### config.mk
export PLATFORM = sky130hd
export DESIGN_NAME = gated_cmp_timer
export DESIGN_NICKNAME = d
export VERILOG_FILES = /design/src/rtl/tc_pkg.sv /design/src/rtl/tc_counter.sv /design/src/rtl/tc_regs.sv /design/src/rtl/tc_compare.sv /design/src/rtl/gated_cmp_timer.sv
export SDC_FILE = /design/constraint.sdc
export NUM_CORES = 1
export LEC_CHECK = 0
export BUFFER_PORTS_ARGS = -buffer_cell sky130_fd_sc_hd__buf_2
export CAP_MARGIN = 40
export CORE_MARGIN = 2
export CORE_UTILIZATION = 54
export CTS_CLUSTER_DIAMETER = 80
export DETAILED_ROUTE_END_ITERATION = 6
export HOLD_SLACK_MARGIN = 0.05
export PLACE_DENSITY = 0.83
export SLEW_MARGIN = 10
export SYNTH_ARGS = -nofsm -noshare
export SYNTH_HDL_FRONTEND = slang
export SYNTH_SLANG_ARGS = --single-unit
### constraint.sdc
create_clock -name clk -period 2.5 [get_ports clk]
set_input_delay 0.375 -clock clk [delete_from_list [all_inputs] [get_ports clk]]
set_output_delay 0.375 -clock clk [all_outputs]
set_load 0.05 [all_outputs]
### src/rtl/tc_pkg.sv
package tc_pkg;

  localparam int unsigned DATA_W = 64;

  typedef logic [DATA_W-1:0] word_t;

  typedef enum logic [1:0] {
    SEL_CMP  = 2'd0,
    SEL_CNT  = 2'd1,
    SEL_CTL  = 2'd2,
    SEL_NONE = 2'd3
  } sel_e;

  localparam int unsigned CTL_EN_BIT   = 0;
  localparam int unsigned CTL_MASK_BIT = 1;
  localparam int unsigned CTL_STAT_BIT = 2;

  // Ones in the implemented low bits of a word of width w.
  function automatic word_t low_mask(int unsigned w);
    if (w >= DATA_W) return '1;
    return (word_t'(1) << w) - word_t'(1);
  endfunction

  // Keep only the implemented bits of a written value.
  function automatic word_t clip(word_t v, int unsigned w);
    return v & low_mask(w);
  endfunction

  // Timer condition on zero-extended operands.
  function automatic logic cond_met(logic en, word_t cnt, word_t cmp);
    return en && (cnt >= cmp);
  endfunction

endpackage

### src/rtl/tc_counter.sv
module tc_counter #(
  parameter int unsigned CNT_W = 64
) (
  input  logic             clk,
  input  logic             rst_n,
  input  logic             tick_i,
  output logic [CNT_W-1:0] cnt_o
);

  logic [CNT_W-1:0] cnt_q;
  logic [CNT_W-1:0] cnt_inc;

  assign cnt_inc = cnt_q + CNT_W'(1);

  always_ff @(posedge clk or negedge rst_n) begin
    if (!rst_n) begin
      cnt_q <= '0;
    end else if (tick_i) begin
      cnt_q <= cnt_inc;
    end
  end

  assign cnt_o = cnt_q;

endmodule

### src/rtl/tc_regs.sv
module tc_regs
  import tc_pkg::*;
#(
  parameter int unsigned CNT_W = 64
) (
  input  logic             clk,
  input  logic             rst_n,
  input  logic             wr_en_i,
  input  logic [1:0]       wr_sel_i,
  input  word_t            wr_data_i,
  output logic [CNT_W-1:0] cmp_o,
  output logic             en_o,
  output logic             mask_o
);

  logic [CNT_W-1:0] cmp_q;
  logic             en_q;
  logic             mask_q;
  logic             wr_cmp;
  logic             wr_ctl;
  word_t            wr_clipped;

  assign wr_cmp     = wr_en_i && (sel_e'(wr_sel_i) == SEL_CMP);
  assign wr_ctl     = wr_en_i && (sel_e'(wr_sel_i) == SEL_CTL);
  assign wr_clipped = clip(wr_data_i, CNT_W);

  always_ff @(posedge clk or negedge rst_n) begin
    if (!rst_n) begin
      cmp_q <= '0;
    end else if (wr_cmp) begin
      cmp_q <= wr_clipped[CNT_W-1:0];
    end
  end

  always_ff @(posedge clk or negedge rst_n) begin
    if (!rst_n) begin
      en_q   <= 1'b0;
      mask_q <= 1'b0;
    end else if (wr_ctl) begin
      en_q   <= wr_data_i[CTL_EN_BIT];
      mask_q <= wr_data_i[CTL_MASK_BIT];
    end
  end

  assign cmp_o  = cmp_q;
  assign en_o   = en_q;
  assign mask_o = mask_q;

endmodule

### src/rtl/tc_compare.sv
module tc_compare
  import tc_pkg::*;
#(
  parameter int unsigned CNT_W = 64
) (
  input  logic [CNT_W-1:0] cnt_i,
  input  logic [CNT_W-1:0] cmp_i,
  input  logic             en_i,
  input  logic             mask_i,
  output logic             hit_o,
  output logic             status_o,
  output logic             irq_o
);

  word_t cnt_ext;
  word_t cmp_ext;

  assign cnt_ext  = word_t'(cnt_i);
  assign cmp_ext  = word_t'(cmp_i);
  assign hit_o    = cnt_ext >= cmp_ext;
  assign status_o = cond_met(en_i, cnt_ext, cmp_ext);
  assign irq_o    = status_o && !mask_i;

endmodule

### src/rtl/gated_cmp_timer.sv
module gated_cmp_timer
  import tc_pkg::*;
#(
  parameter int unsigned CNT_W = 64
) (
  input  logic        clk,
  input  logic        rst_n,
  input  logic        tick_i,
  input  logic        wr_en_i,
  input  logic [1:0]  wr_sel_i,
  input  logic [63:0] wr_data_i,
  input  logic [1:0]  rd_sel_i,
  output logic [63:0] rd_data_o,
  output logic        cond_o,
  output logic        irq_o
);

  // Named internal wires, also watched by the bound checker.
  logic [CNT_W-1:0] cnt_q;
  logic [CNT_W-1:0] cmp_q;
  logic             en_q;
  logic             mask_q;
  logic             cmp_hit;
  logic             status;
  word_t            ctl_word;

  tc_counter #(.CNT_W(CNT_W)) counter_i (
    .clk    (clk),
    .rst_n  (rst_n),
    .tick_i (tick_i),
    .cnt_o  (cnt_q)
  );

  tc_regs #(.CNT_W(CNT_W)) regs_i (
    .clk       (clk),
    .rst_n     (rst_n),
    .wr_en_i   (wr_en_i),
    .wr_sel_i  (wr_sel_i),
    .wr_data_i (wr_data_i),
    .cmp_o     (cmp_q),
    .en_o      (en_q),
    .mask_o    (mask_q)
  );

  tc_compare #(.CNT_W(CNT_W)) compare_i (
    .cnt_i    (cnt_q),
    .cmp_i    (cmp_q),
    .en_i     (en_q),
    .mask_i   (mask_q),
    .hit_o    (cmp_hit),
    .status_o (status),
    .irq_o    (irq_o)
  );

  always_comb begin
    ctl_word               = '0;
    ctl_word[CTL_EN_BIT]   = en_q;
    ctl_word[CTL_MASK_BIT] = mask_q;
    ctl_word[CTL_STAT_BIT] = status;
  end

  always_comb begin
    unique case (sel_e'(rd_sel_i))
      SEL_CMP: rd_data_o = word_t'(cmp_q);
      SEL_CNT: rd_data_o = word_t'(cnt_q);
      SEL_CTL: rd_data_o = ctl_word;
      default: rd_data_o = '0;
    endcase
  end

  assign cond_o = status;

endmodule

==> impl_metrics.env, run 1 <==
export IMPL_run_status="finished, violations left"
export IMPL_failed_checks="negative setup slack"
export IMPL_hold_ws_ps=146.9
export IMPL_slew_violations=0
export IMPL_worst_path_max_delay_cell="dfrtp_1"
export IMPL_drt_iter0_markers=525
export IMPL_cap_violations=0
export IMPL_clock_path_buffers=2
export IMPL_grt_pass1_vias=6904
export IMPL_antenna_found_initial=0
export IMPL_final_hold_viol_count=0
export IMPL_place_hpwl_mm=14.61
export IMPL_h_tree_depth=4
export IMPL_critical_path_class="reg2out"
export IMPL_ys_seq_elements=130
export IMPL_vias_per_cell=5.542
export IMPL_routed_wl_mm=21.28
export IMPL_syn_area_mm2=0.007711
export IMPL_multiInputGateArea_mm2=0.004310
export IMPL_setup_viol=3
export IMPL_synth_nets=959
export IMPL_postRouteAntennaNets=0
export IMPL_ios=138
export IMPL_drc=0
export IMPL_setup_worst_path_start_class="register"
export IMPL_yosysSeqAreaShare_pct=42.19
export IMPL_critPathBufInv=4
export IMPL_timing_final_crit_share_pct=128.1
export IMPL_leakage_nw=5.336
export IMPL_worstPathArrival_ps=2830
export IMPL_postSynthAreaPerCell_um2=9.381
export IMPL_min_period_ps=3203
export IMPL_hold_class="in2reg"
export IMPL_grt_setup_unrepaired="true"
export IMPL_first_pass_iters=4
export IMPL_ys_async_sr_fraction_pct=100.0
export IMPL_cts_buffers=17
export IMPL_ys_flop_type="dfrtp_1"
export IMPL_finalWeightedCongestion=0.8404
export IMPL_num_antenna_cells=0
export IMPL_drive_gt1_share_pct=31.79
export IMPL_power_density_mw_per_mm2=622.9
export IMPL_cts_sinks=130
export IMPL_finalInstanceArea_mm2=0.01027
export IMPL_dpl_cell_area_mm2=0.009470
export IMPL_dpl_worst_slack_ps=-422.1
export IMPL_yosysWarnings=0
export IMPL_start_util_pct=55.34
export IMPL_area_growth_pct=33.18
export IMPL_crit_family="compound AO/OA/AOI/OAI gates"
export IMPL_grt_max_degree=74
export IMPL_peakVddDrop_mv=0.4783
export IMPL_fill_cells=970
export IMPL_die_h_um=123.5
export IMPL_wire_per_inst_um=16.90
export IMPL_via_count=6978
export IMPL_cts_tree="done"
export IMPL_grt_pass1_wl_mm=32.89
export IMPL_die_x_um=123.5
export IMPL_core_mm2=0.01393
export IMPL_power_w=0.006397
export IMPL_crit_required_ps=2120
export IMPL_grt_ovfl_total=0
export IMPL_cp_cell_sequence="inv_2 -> ha_4 -> nand4_1 -> nor4_4 -> a22oi_2 -> a211oi_2 -> o41ai_2 -> a31oi_4 -> buf_4 -> buf_6 -> buf_8"
export IMPL_nets=1205
export IMPL_reg2reg_slack_ps=140
export IMPL_slowest_delay_ps=370
export IMPL_finalCoreUtilization_pct=73.70
export IMPL_fin_skew_ps=6.640
export IMPL_grt_use_total_pct=28.21
export IMPL_seq_area_mm2=0.003254
export IMPL_root_buffer="clkbuf_16"
export IMPL_num_rows=43
export IMPL_die_area_mm2=0.01525
export IMPL_fmax_mhz=312.2
export IMPL_synth_cells=822
export IMPL_worst_slew_pin_slew_ps=578.9
export IMPL_synth_edf_count=0
export IMPL_synth_distinct_cells=52
export IMPL_cp_end_kind="output pin"
export IMPL_relSlewSlack_pct=61.41
export IMPL_clk_pin_slew_ps=60
export IMPL_port_buffers=137
export IMPL_cp_max_fo=3
export IMPL_clk_latency_ps=430
export IMPL_postLayoutSetupSlackWorst_ps=-702.8
==> cells by family (layout without fill, tap and decap cells) <==
kind of cell	Yosys count	in the layout	synth area share [%]
simple gates	278	278	17.75
flops	130	130	42.19
compound gates	117	117	8.389
buf+inv	101	358	5.079
mux	68	68	8.892
fa+ha+maj	65	65	10.55
xor+xnor	63	63	7.156
==> per-stage QoR <==
| stage | TNS, ps | std cells |
|---|---|---|
| floorplan | -510.7 | 822 |
| global placement | -644.6 | 1218 |
| detailed placement | -1113 | 1218 |
| CTS | -1956 | 1254 |
| global route | -2298 | 1259 |
| finish | -2026 | 1259 |
==> worst register-to-register path: cells and delay by family, from the launching register on <==
family                 cells  cell delay, ps
buffers and inverters      1             170
flip-flops                 1             400
XOR/XNOR                   1             210
AND/OR/NAND/NOR            6            1480
==> repair_timing <==
action                     4_1_cts  5_1_grt
hold buffers                     1        0
hold endpoints to repair        39        0
setup endpoints to repair        3        3
setup buffers                    6        6
pin swaps                        8        7
gates resized for setup         23       21
==> placed cells by master (no fill, tap or decap), types with 14 or more instances in the layout <==
| cell type | n |
|---|---|
| dfrtp_1 | 129 |
| buf_4 | 112 |
| xnor2_1 | 49 |
| a21oi_1 | 21 |
| buf_2 | 132 |
| clkbuf_16 | 17 |
| ha_1 | 57 |
| nand4_1 | 26 |
| o21ai_0 | 73 |
| mux2i_1 | 64 |
| xor2_1 | 14 |
| nand2_1 | 105 |
| nand3_1 | 23 |
| inv_1 | 63 |
| nor2_1 | 75 |
==> registers in the layout (all words and copies together) (netlist names) <==
signal           cells
regs_i.mask_o        1
counter_i.cnt_o     64
regs_i.cmp_o        64
regs_i.en_o          1
==> layout make-up <==
cell class / instances / area share [%]
sequential: 130 / 31.69
tap: 180 / 2.193
inverter: 71 / 2.595
multi-input combinational: 591 / 41.97
timing repair buffer: 257 / 16.74
clock inverter: 8 / 0.3899
clock buffer: 22 / 4.423
==> Yosys cell counts, drive strengths merged, types with 14 or more instances <==
cell | count | area, um^2
a21oi | 23 | 115.1
clkbuf | 18 | 67.56
dfrtp | 130 | 3253
ha | 65 | 813.3
inv | 71 | 266.5
mux2i | 64 | 640.6
nand2 | 107 | 404.1
nand3 | 26 | 145.1
nand4 | 29 | 209.0
nor2 | 78 | 295.3
o21ai | 74 | 370.4
xnor2 | 49 | 429.2
xor2 | 14 | 122.6
==> power breakdown <==
group          total [W]  internal [W]  leakage [nW]  switching (W)
clock network    0.00215       0.00126         0.253       0.000888
registers        0.00248       0.00234          1.69       0.000134
logic            0.00177      0.000691          3.40        0.00108
==> path summary, 6_finish.rpt <==
check,from,endpoint,cells past startpoint
setup / recovery,regs_i.cmp_o[35],cond_o,11
hold / removal,wr_data_i[30],regs_i.cmp_o[30],3
setup reg to reg,counter_i.cnt_o[36],counter_i.cnt_o[61],8
hold reg to reg,regs_i.cmp_o[0],regs_i.cmp_o[0],1
max in group asynchronous,rst_n,counter_i.cnt_o[26],3
min in group asynchronous,rst_n,counter_i.cnt_o[54],2
==> metal layers <==
metal | track usage [%] | routed length, um | vias up
met5 | 0 | 0 | -
met4 | 11.29 | 683 | 0
met3 | 6.319 | 1059 | 51
met2 | 47.60 | 10560 | 224
met1 | 35.08 | 8973 | 3401
li1 | - | - | 3302
(Power assumes the default switching activity.)
==> run 2: changes to the inputs <==
--- a/config.mk
+++ b/config.mk
@@ -5,6 +5,7 @@
 export SDC_FILE = /design/constraint.sdc
 export NUM_CORES = 1
 export LEC_CHECK = 0
+export ABC_AREA = 1
 export BUFFER_PORTS_ARGS = -buffer_cell sky130_fd_sc_hd__buf_2
 export CAP_MARGIN = 40
 export CORE_MARGIN = 2
@@ -12,7 +13,7 @@
 export CTS_CLUSTER_DIAMETER = 80
 export DETAILED_ROUTE_END_ITERATION = 6
 export HOLD_SLACK_MARGIN = 0.05
-export PLACE_DENSITY = 0.83
+export PLACE_DENSITY = 0.82
 export SLEW_MARGIN = 10
 export SYNTH_ARGS = -nofsm -noshare
 export SYNTH_HDL_FRONTEND = slang
==> run 2 against run 1 <==
The flow still finishes with violations (negative setup slack). Worst setup slack improved by 450 ps. Final cell count grew 14%. Clock power is 16% higher. Critical path depth up 3. Global-route usage is 0.066 points higher. Hold slack gained 35 ps. Critical path type unchanged. Highest routed layer unchanged. Sequential cell count stayed put.
==> impl_metrics.env, run 2 <==
export IMPL_run_status="finished, violations left"
export IMPL_failed_checks="negative setup slack"
export IMPL_synth_top_family_by_area="simple AND/OR/NAND/NOR gates"
export IMPL_crit_family="simple AND/OR/NAND/NOR gates"
export IMPL_grt_use_total_pct=28.27
export IMPL_peakVddDrop_mv=0.5267
export IMPL_timing_final_crit_share_pct=110.0
export IMPL_wl_met3_mm=1.716
export IMPL_cp_end_kind="output pin"
export IMPL_synthXorXnorAreaFrac_pct=6.249
export IMPL_hold_ws_ps=181.7
export IMPL_cpMostUsedCell="nand2_1"
export IMPL_cts_sinks=130
export IMPL_start_util_pct=54.80
export IMPL_synth_area_leaders="dfrtp_1 (39%), ha_1 (9.8%), inv_1 (7.6%)"
export IMPL_num_rows=45
export IMPL_hold_class="in2reg"
export IMPL_ys_flop_type="dfrtp_1"
export IMPL_first_pass_iters=6
export IMPL_core_mm2=0.01509
export IMPL_postLayoutSetupSlackWorst_ps=-249.4
export IMPL_drive_gt1_share_pct=26.62
export IMPL_finalCoreUtilization_pct=70.15
export IMPL_grt_ovfl_total=0
export IMPL_final_cells=1435
export IMPL_layout_commonest_cell="nand2_1"
export IMPL_grt_pass1_vias=7588
export IMPL_synth_compound_area_share_pct=11.41
export IMPL_yosysSeqAreaShare_pct=39.34
export IMPL_setup_viol=3
export IMPL_synth_distinct_cells=38
export IMPL_final_hold_viol_count=0
export IMPL_grt_pass1_wl_mm=36.45
export IMPL_ys_top_cells_by_count="inv_1 (168), nand2_1 (168), dfrtp_1 (130), nor2_1 (125), a21oi_1 (87)"
export IMPL_synthSimpleGateAreaFrac_pct=24.04
export IMPL_yosysWarnings=0
export IMPL_port_buffers=137
export IMPL_dpl_worst_slack_ps=43.08
export IMPL_worst_path_max_delay_cell="dfrtp_1"
export IMPL_cts_buffers=17
export IMPL_h_tree_depth=4
export IMPL_power_w=0.007238
export IMPL_critPathBufInv=1
export IMPL_wl_met2_mm=11.53
export IMPL_finalWeightedCongestion=0.9305
export IMPL_worstPathArrival_ps=2370
export IMPL_die_x_um=127.7
export IMPL_root_buffer="clkbuf_16"
export IMPL_placed_cells=1375
export IMPL_drc=0
export IMPL_clk_pin_slew_ps=60
export IMPL_die_h_um=127.7
export IMPL_min_period_ps=2749
export IMPL_wl_met1_mm=10.26
export IMPL_cap_violations=0
export IMPL_wire_per_inst_um=17.00
export IMPL_ys_async_sr_fraction_pct=100.0
export IMPL_antenna_found_initial=0
export IMPL_via_count=8102
export IMPL_place_hpwl_mm=16.68
export IMPL_crit_required_ps=2120
export IMPL_cts_tree="done"
export IMPL_fin_skew_ps=7.773
export IMPL_slew_violations=0
export IMPL_cp_cell_sequence="ha_1 -> nand2_1 -> nor2_2 -> nand2_1 -> nor2_1 -> nor2_1 -> nand2_1 -> nand2_1 -> nand2_2 -> nand2_2 -> nand2_4 -> nand2_4 -> nor2_4 -> buf_6"
export IMPL_highest_layer="met4"
export IMPL_postRouteAntennaNets=0
export IMPL_relSlewSlack_pct=55.35
export IMPL_vias_per_cell=5.646
export IMPL_syn_area_mm2=0.008269
export IMPL_grt_max_degree=55
export IMPL_synthMuxAreaShare_pct=0
export IMPL_fmax_mhz=363.7
export IMPL_nets=1373
export IMPL_power_density_mw_per_mm2=683.8
export IMPL_yosys_area_top_type="dfrtp_1"
export IMPL_clk_latency_ps=430
export IMPL_cp_max_fo=4
export IMPL_synth_edf_count=0
export IMPL_area_growth_pct=28.01
export IMPL_synth_top_area_share_pct=39.34
export IMPL_mostFrequentLayoutCells="nand2_1 (158), inv_1 (155), buf_2 (133), dfrtp_1 (124), nor2_1 (117)"
export IMPL_leakage_nw=5.551
export IMPL_slowest_delay_ps=430
export IMPL_ys_seq_elements=130
export IMPL_ios=138
export IMPL_worst_slew_pin_slew_ps=669.8
export IMPL_synthAdderAreaFrac_pct=9.835
export IMPL_critical_path_class="reg2out"
export IMPL_synth_nets=1180
export IMPL_clock_path_buffers=2
export IMPL_grt_setup_unrepaired="true"
export IMPL_num_antenna_cells=0
export IMPL_routed_wl_mm=24.40
export IMPL_drt_iter0_markers=727
export IMPL_synth_cells=1043
export IMPL_die_area_mm2=0.01632
export IMPL_setup_worst_path_start_class="register"
export IMPL_postSynthAreaPerCell_um2=7.928
run 2: changes by cell type in the layout (fill, tap and decap cells not counted), sizes merged, moves of 43 or more:
cell / change
a21oi: +64
buf: -56
inv: +101
mux2i: -64
nand2: +66
nor2: +58
o21ai: -48
o22ai: +52
xnor2: -47
xor2: +43
run 2: final cells by class:
type                    count  area (um^2)
multi-input cells         713         4641
inverters                 173        649.4
flip-flops and latches    130         3261
well taps                 188        235.2
fillers                  1116         4504
repair buffers            201         1219
clock inverters             5        75.07
clock buffers              25        505.5
run 2: cell families (layout without fill, tap and decap cells):
| logic type | after synthesis | after routing |
|---|---|---|
| buffers and inverters | 200 | 404 |
| xor gates and xnor gates | 59 | 59 |
| AOI/OAI and AO/OA | 172 | 172 |
| adders and majority gates | 65 | 65 |
| and+or+nand+nor | 417 | 417 |
| DFF | 130 | 130 |
run 2: report_power, final:
group          total (W)  internal, W  switching [W]
clock network    0.00249      0.00158       0.000907
registers        0.00249      0.00235       0.000139
logic            0.00226     0.000784        0.00147
total            0.00724      0.00472        0.00252
run 2: worst min-delay path: cells and delay by family:
| kind | cells | cell delay, ps |
|---|---|---|
| AO/OA/AOI/OAI | 1 | 90 |
| buffers and inverters | 1 | 70 |
| AND/OR/NAND/NOR | 1 | 30 |
run 2: path summary, 6_finish.rpt:
kind	start	endpoint	slack (ps)	depth (start not counted)
setup / recovery	counter_i.cnt_o[6]	irq_o	-250	14
hold / removal	wr_data_i[57]	regs_i.cmp_o[57]	180	3
setup reg to reg	counter_i.cnt_o[3]	counter_i.cnt_o[63]	250	12
hold reg to reg	regs_i.cmp_o[1]	regs_i.cmp_o[1]	500	2
max in group asynchronous	rst_n	regs_i.cmp_o[34]	1150	3
min in group asynchronous	rst_n	regs_i.cmp_o[6]	530	2
run 2: what timing repair did:
item                                    CTS  global route
resized for setup                        17            64
hold buffers                              1             0
hold endpoints to repair                 43             0
setup buffers                             8            21
endpoints found under the setup margin    3             3
pin swaps                                10            24
run 2: metal layers:
metal  up-vias  global-route usage (%)
met5         -                       0
met4         0                   10.47
met3        86                   4.883
met2       395                   46.56
met1      3834                   37.64
li1       3787                       -
run 2: per-stage QoR:
step | setup TNS [ps] | instance area, um^2
after CTS | -597.0 | 10100
after detailed placement | 0 | 9375
after global placement | 0 | 9375
final | -701.6 | 10590
after global routing | -1049 | 10590
after floorplan | 0 | 8269
==> run 3: changes to the inputs <==
==> constraint.sdc (replaced) <==
create_clock -name clk -period 2.5 [get_ports clk]
set_input_delay 0.5 -clock clk [delete_from_list [all_inputs] [get_ports clk]]
set_output_delay 0.5 -clock clk [all_outputs]
set_load 0.05 [all_outputs]
==> run 3 against run 2 <==
Register-to-register slack hardly changed. Fmax is 3.4% lower. Sequential power hardly changed. The run still ends with negative setup slack left. Largest cell class unchanged. Global-route usage is 0.68 points higher. Final cell count is 0.14% higher. Clock-buffer cell count is 3 lower. Utilization is 1.2 points lower. Critical path depth stayed put. Die area stayed put.
==> impl_metrics.env, run 3 (same netlist as run 2, synthesis figures left out) <==
export IMPL_worstPathArrival_ps=2350
export IMPL_hold_class="in2async"
export IMPL_core_mm2=0.01509
export IMPL_grt_setup_unrepaired="true"
export IMPL_area_growth_pct=25.83
export IMPL_via_count=7943
export IMPL_swShare_pct=35.37
export IMPL_slew_violations=0
export IMPL_power_w=0.007149
export IMPL_grt_use_met2_pct=47.91
export IMPL_run_status="finished, violations left"
export IMPL_final_hold_viol_count=0
export IMPL_clk_latency_ps=430
export IMPL_fmax_mhz=351.4
export IMPL_switching_power_w=0.002528
export IMPL_clock_path_buffers=2
export IMPL_num_antenna_cells=0
export IMPL_leakage_nw=5.565
export IMPL_antenna_found_initial=0
export IMPL_vias_per_cell=5.527
export IMPL_nets=1373
export IMPL_routed_wl_mm=23.45
export IMPL_finalSetupTns_ps=-992.9
export IMPL_cts_buffers=17
export IMPL_first_pass_iters=6
export IMPL_drive_gt1_share_pct=24.66
export IMPL_grt_max_degree=58
export IMPL_power_frac_seq_pct=34.5
export IMPL_port_buffers=137
export IMPL_clk_pin_slew_ps=60
export IMPL_die_area_mm2=0.01632
export IMPL_crit_required_ps=2000
export IMPL_root_buffer="clkbuf_16"
export IMPL_drc=0
export IMPL_postRouteAntennaNets=0
export IMPL_placed_cells=1400
export IMPL_power_density_mw_per_mm2=687.0
export IMPL_peakVddDrop_mv=0.5067
export IMPL_mostFrequentLayoutCells="inv_1 (161), nand2_1 (159), buf_2 (133), dfrtp_1 (130), nor2_1 (117)"
export IMPL_drt_iter0_markers=628
export IMPL_wire_per_inst_um=16.32
export IMPL_die_h_um=127.7
export IMPL_grt_ovfl_total=0
export IMPL_ios=138
export IMPL_clockPowerShare_pct=34.9
export IMPL_grt_pass1_vias=7827
export IMPL_relSlewSlack_pct=60.88
export IMPL_cts_tree="done"
export IMPL_finalWeightedCongestion=0.9405
export IMPL_cts_sinks=130
export IMPL_grt_use_total_pct=28.95
export IMPL_reg2reg_depth=10
export IMPL_critical_path_class="reg2out"
export IMPL_cp_end_kind="output pin"
export IMPL_internal_power_w=0.004620
export IMPL_combinationalPowerShare_pct=30.5
export IMPL_grt_pass1_wl_mm=37.25
export IMPL_grt_use_met1_pct=37.24
export IMPL_layout_commonest_cell="inv_1"
export IMPL_h_tree_depth=4
export IMPL_timing_final_crit_share_pct=113.8
export IMPL_setup_viol=3
export IMPL_die_x_um=127.7
export IMPL_fin_skew_ps=8.878
export IMPL_cp_max_fo=3
export IMPL_dpl_worst_slack_ps=-57.56
export IMPL_worst_slew_pin_slew_ps=582.3
export IMPL_min_period_ps=2845
export IMPL_grtUsageMet3_pct=6.010
export IMPL_start_util_pct=54.80
export IMPL_postLayoutSetupSlackWorst_ps=-345.5
export IMPL_setup_worst_path_start_class="register"
export IMPL_place_hpwl_mm=17.11
export IMPL_failed_checks="negative setup slack"
export IMPL_final_cells=1437
export IMPL_cap_violations=0
export IMPL_top_usage_layer="met2"
export IMPL_num_rows=45
-- run 3: cell count changes in the layout (fill, tap and decap cells not counted), sizes merged --
cell         before  now
clkbuf           25   22
buf             200  201
dlygate4sd3       1    0
clkinv            4    9
-- run 3: what timing repair did --
item,in CTS,in global routing
setup endpoints to repair,3,3
pin swaps,10,11
resized for setup,23,23
setup buffers,2,3
hold endpoints to repair,0,0
hold buffers,0,0
-- run 3: metrics by stage --
stage                     instance area (um^2)  util, %  hold slack (ps)
after floorplan                           8272        -            204.4
after global placement                    9590    63.56            473.8
after detailed placement                  9590    63.56            481.6
after CTS                                10280    68.16            56.14
after global routing                     10410    68.96            82.99
final                                    10410    68.96            44.78
-- run 3: worst paths after layout --
path / startpoint / slack (ps) / to
max in group asynchronous: rst_n / 1790 / regs_i.cmp_o[37]
hold / removal: rst_n / 40 / regs_i.cmp_o[4]
hold reg to reg: counter_i.cnt_o[51] / 510 / counter_i.cnt_o[51]
setup reg to reg: counter_i.cnt_o[3] / 240 / counter_i.cnt_o[49]
setup / recovery: counter_i.cnt_o[59] / -350 / rd_data_o[2]
min in group clk: wr_data_i[14] / 320 / regs_i.cmp_o[14]
-- run 3: power groups by stage --
stage,clock network (W),logic [W],registers [W]
final,0.00250,0.00218,0.00247
after global routing,0.00259,0.00238,0.00249
after CTS,0.00250,0.00208,0.00245
after detailed placement,0,0.00199,0.00248
after global placement,0,0.00191,0.00248
after floorplan,0,0.00133,0.00251
-- run 3: routing by layer --
metal | vias up | wire, um
li1 | 3795 | -
met1 | 3774 | 10220
met2 | 321 | 11100
met3 | 53 | 1504
met4 | 0 | 626
met5 | - | 0
-- run 3: critical path: stages (launching register included) --
cell and delay, ps:
dfrtp_1 390, ha_1 290, nand2_1 60, inv_2 60, nand3_2 90, nor3_4 240
nand2_2 110, nor2_1 90, nand2_1 50, nand2_1 50, nor2_1 40, nand2_2 90
nand3_1 90, nand3_2 90, buf_8 150
-- run 3: final cells by class --
type / count / area, um^2
clock buffer: 22 / 474.2
clock inverter: 10 / 107.6
fill: 1188 / 4684
inverter: 173 / 649.4
multi-input combinational: 713 / 4444
sequential: 130 / 3253
tap: 188 / 235.2
timing repair buffer: 201 / 1241
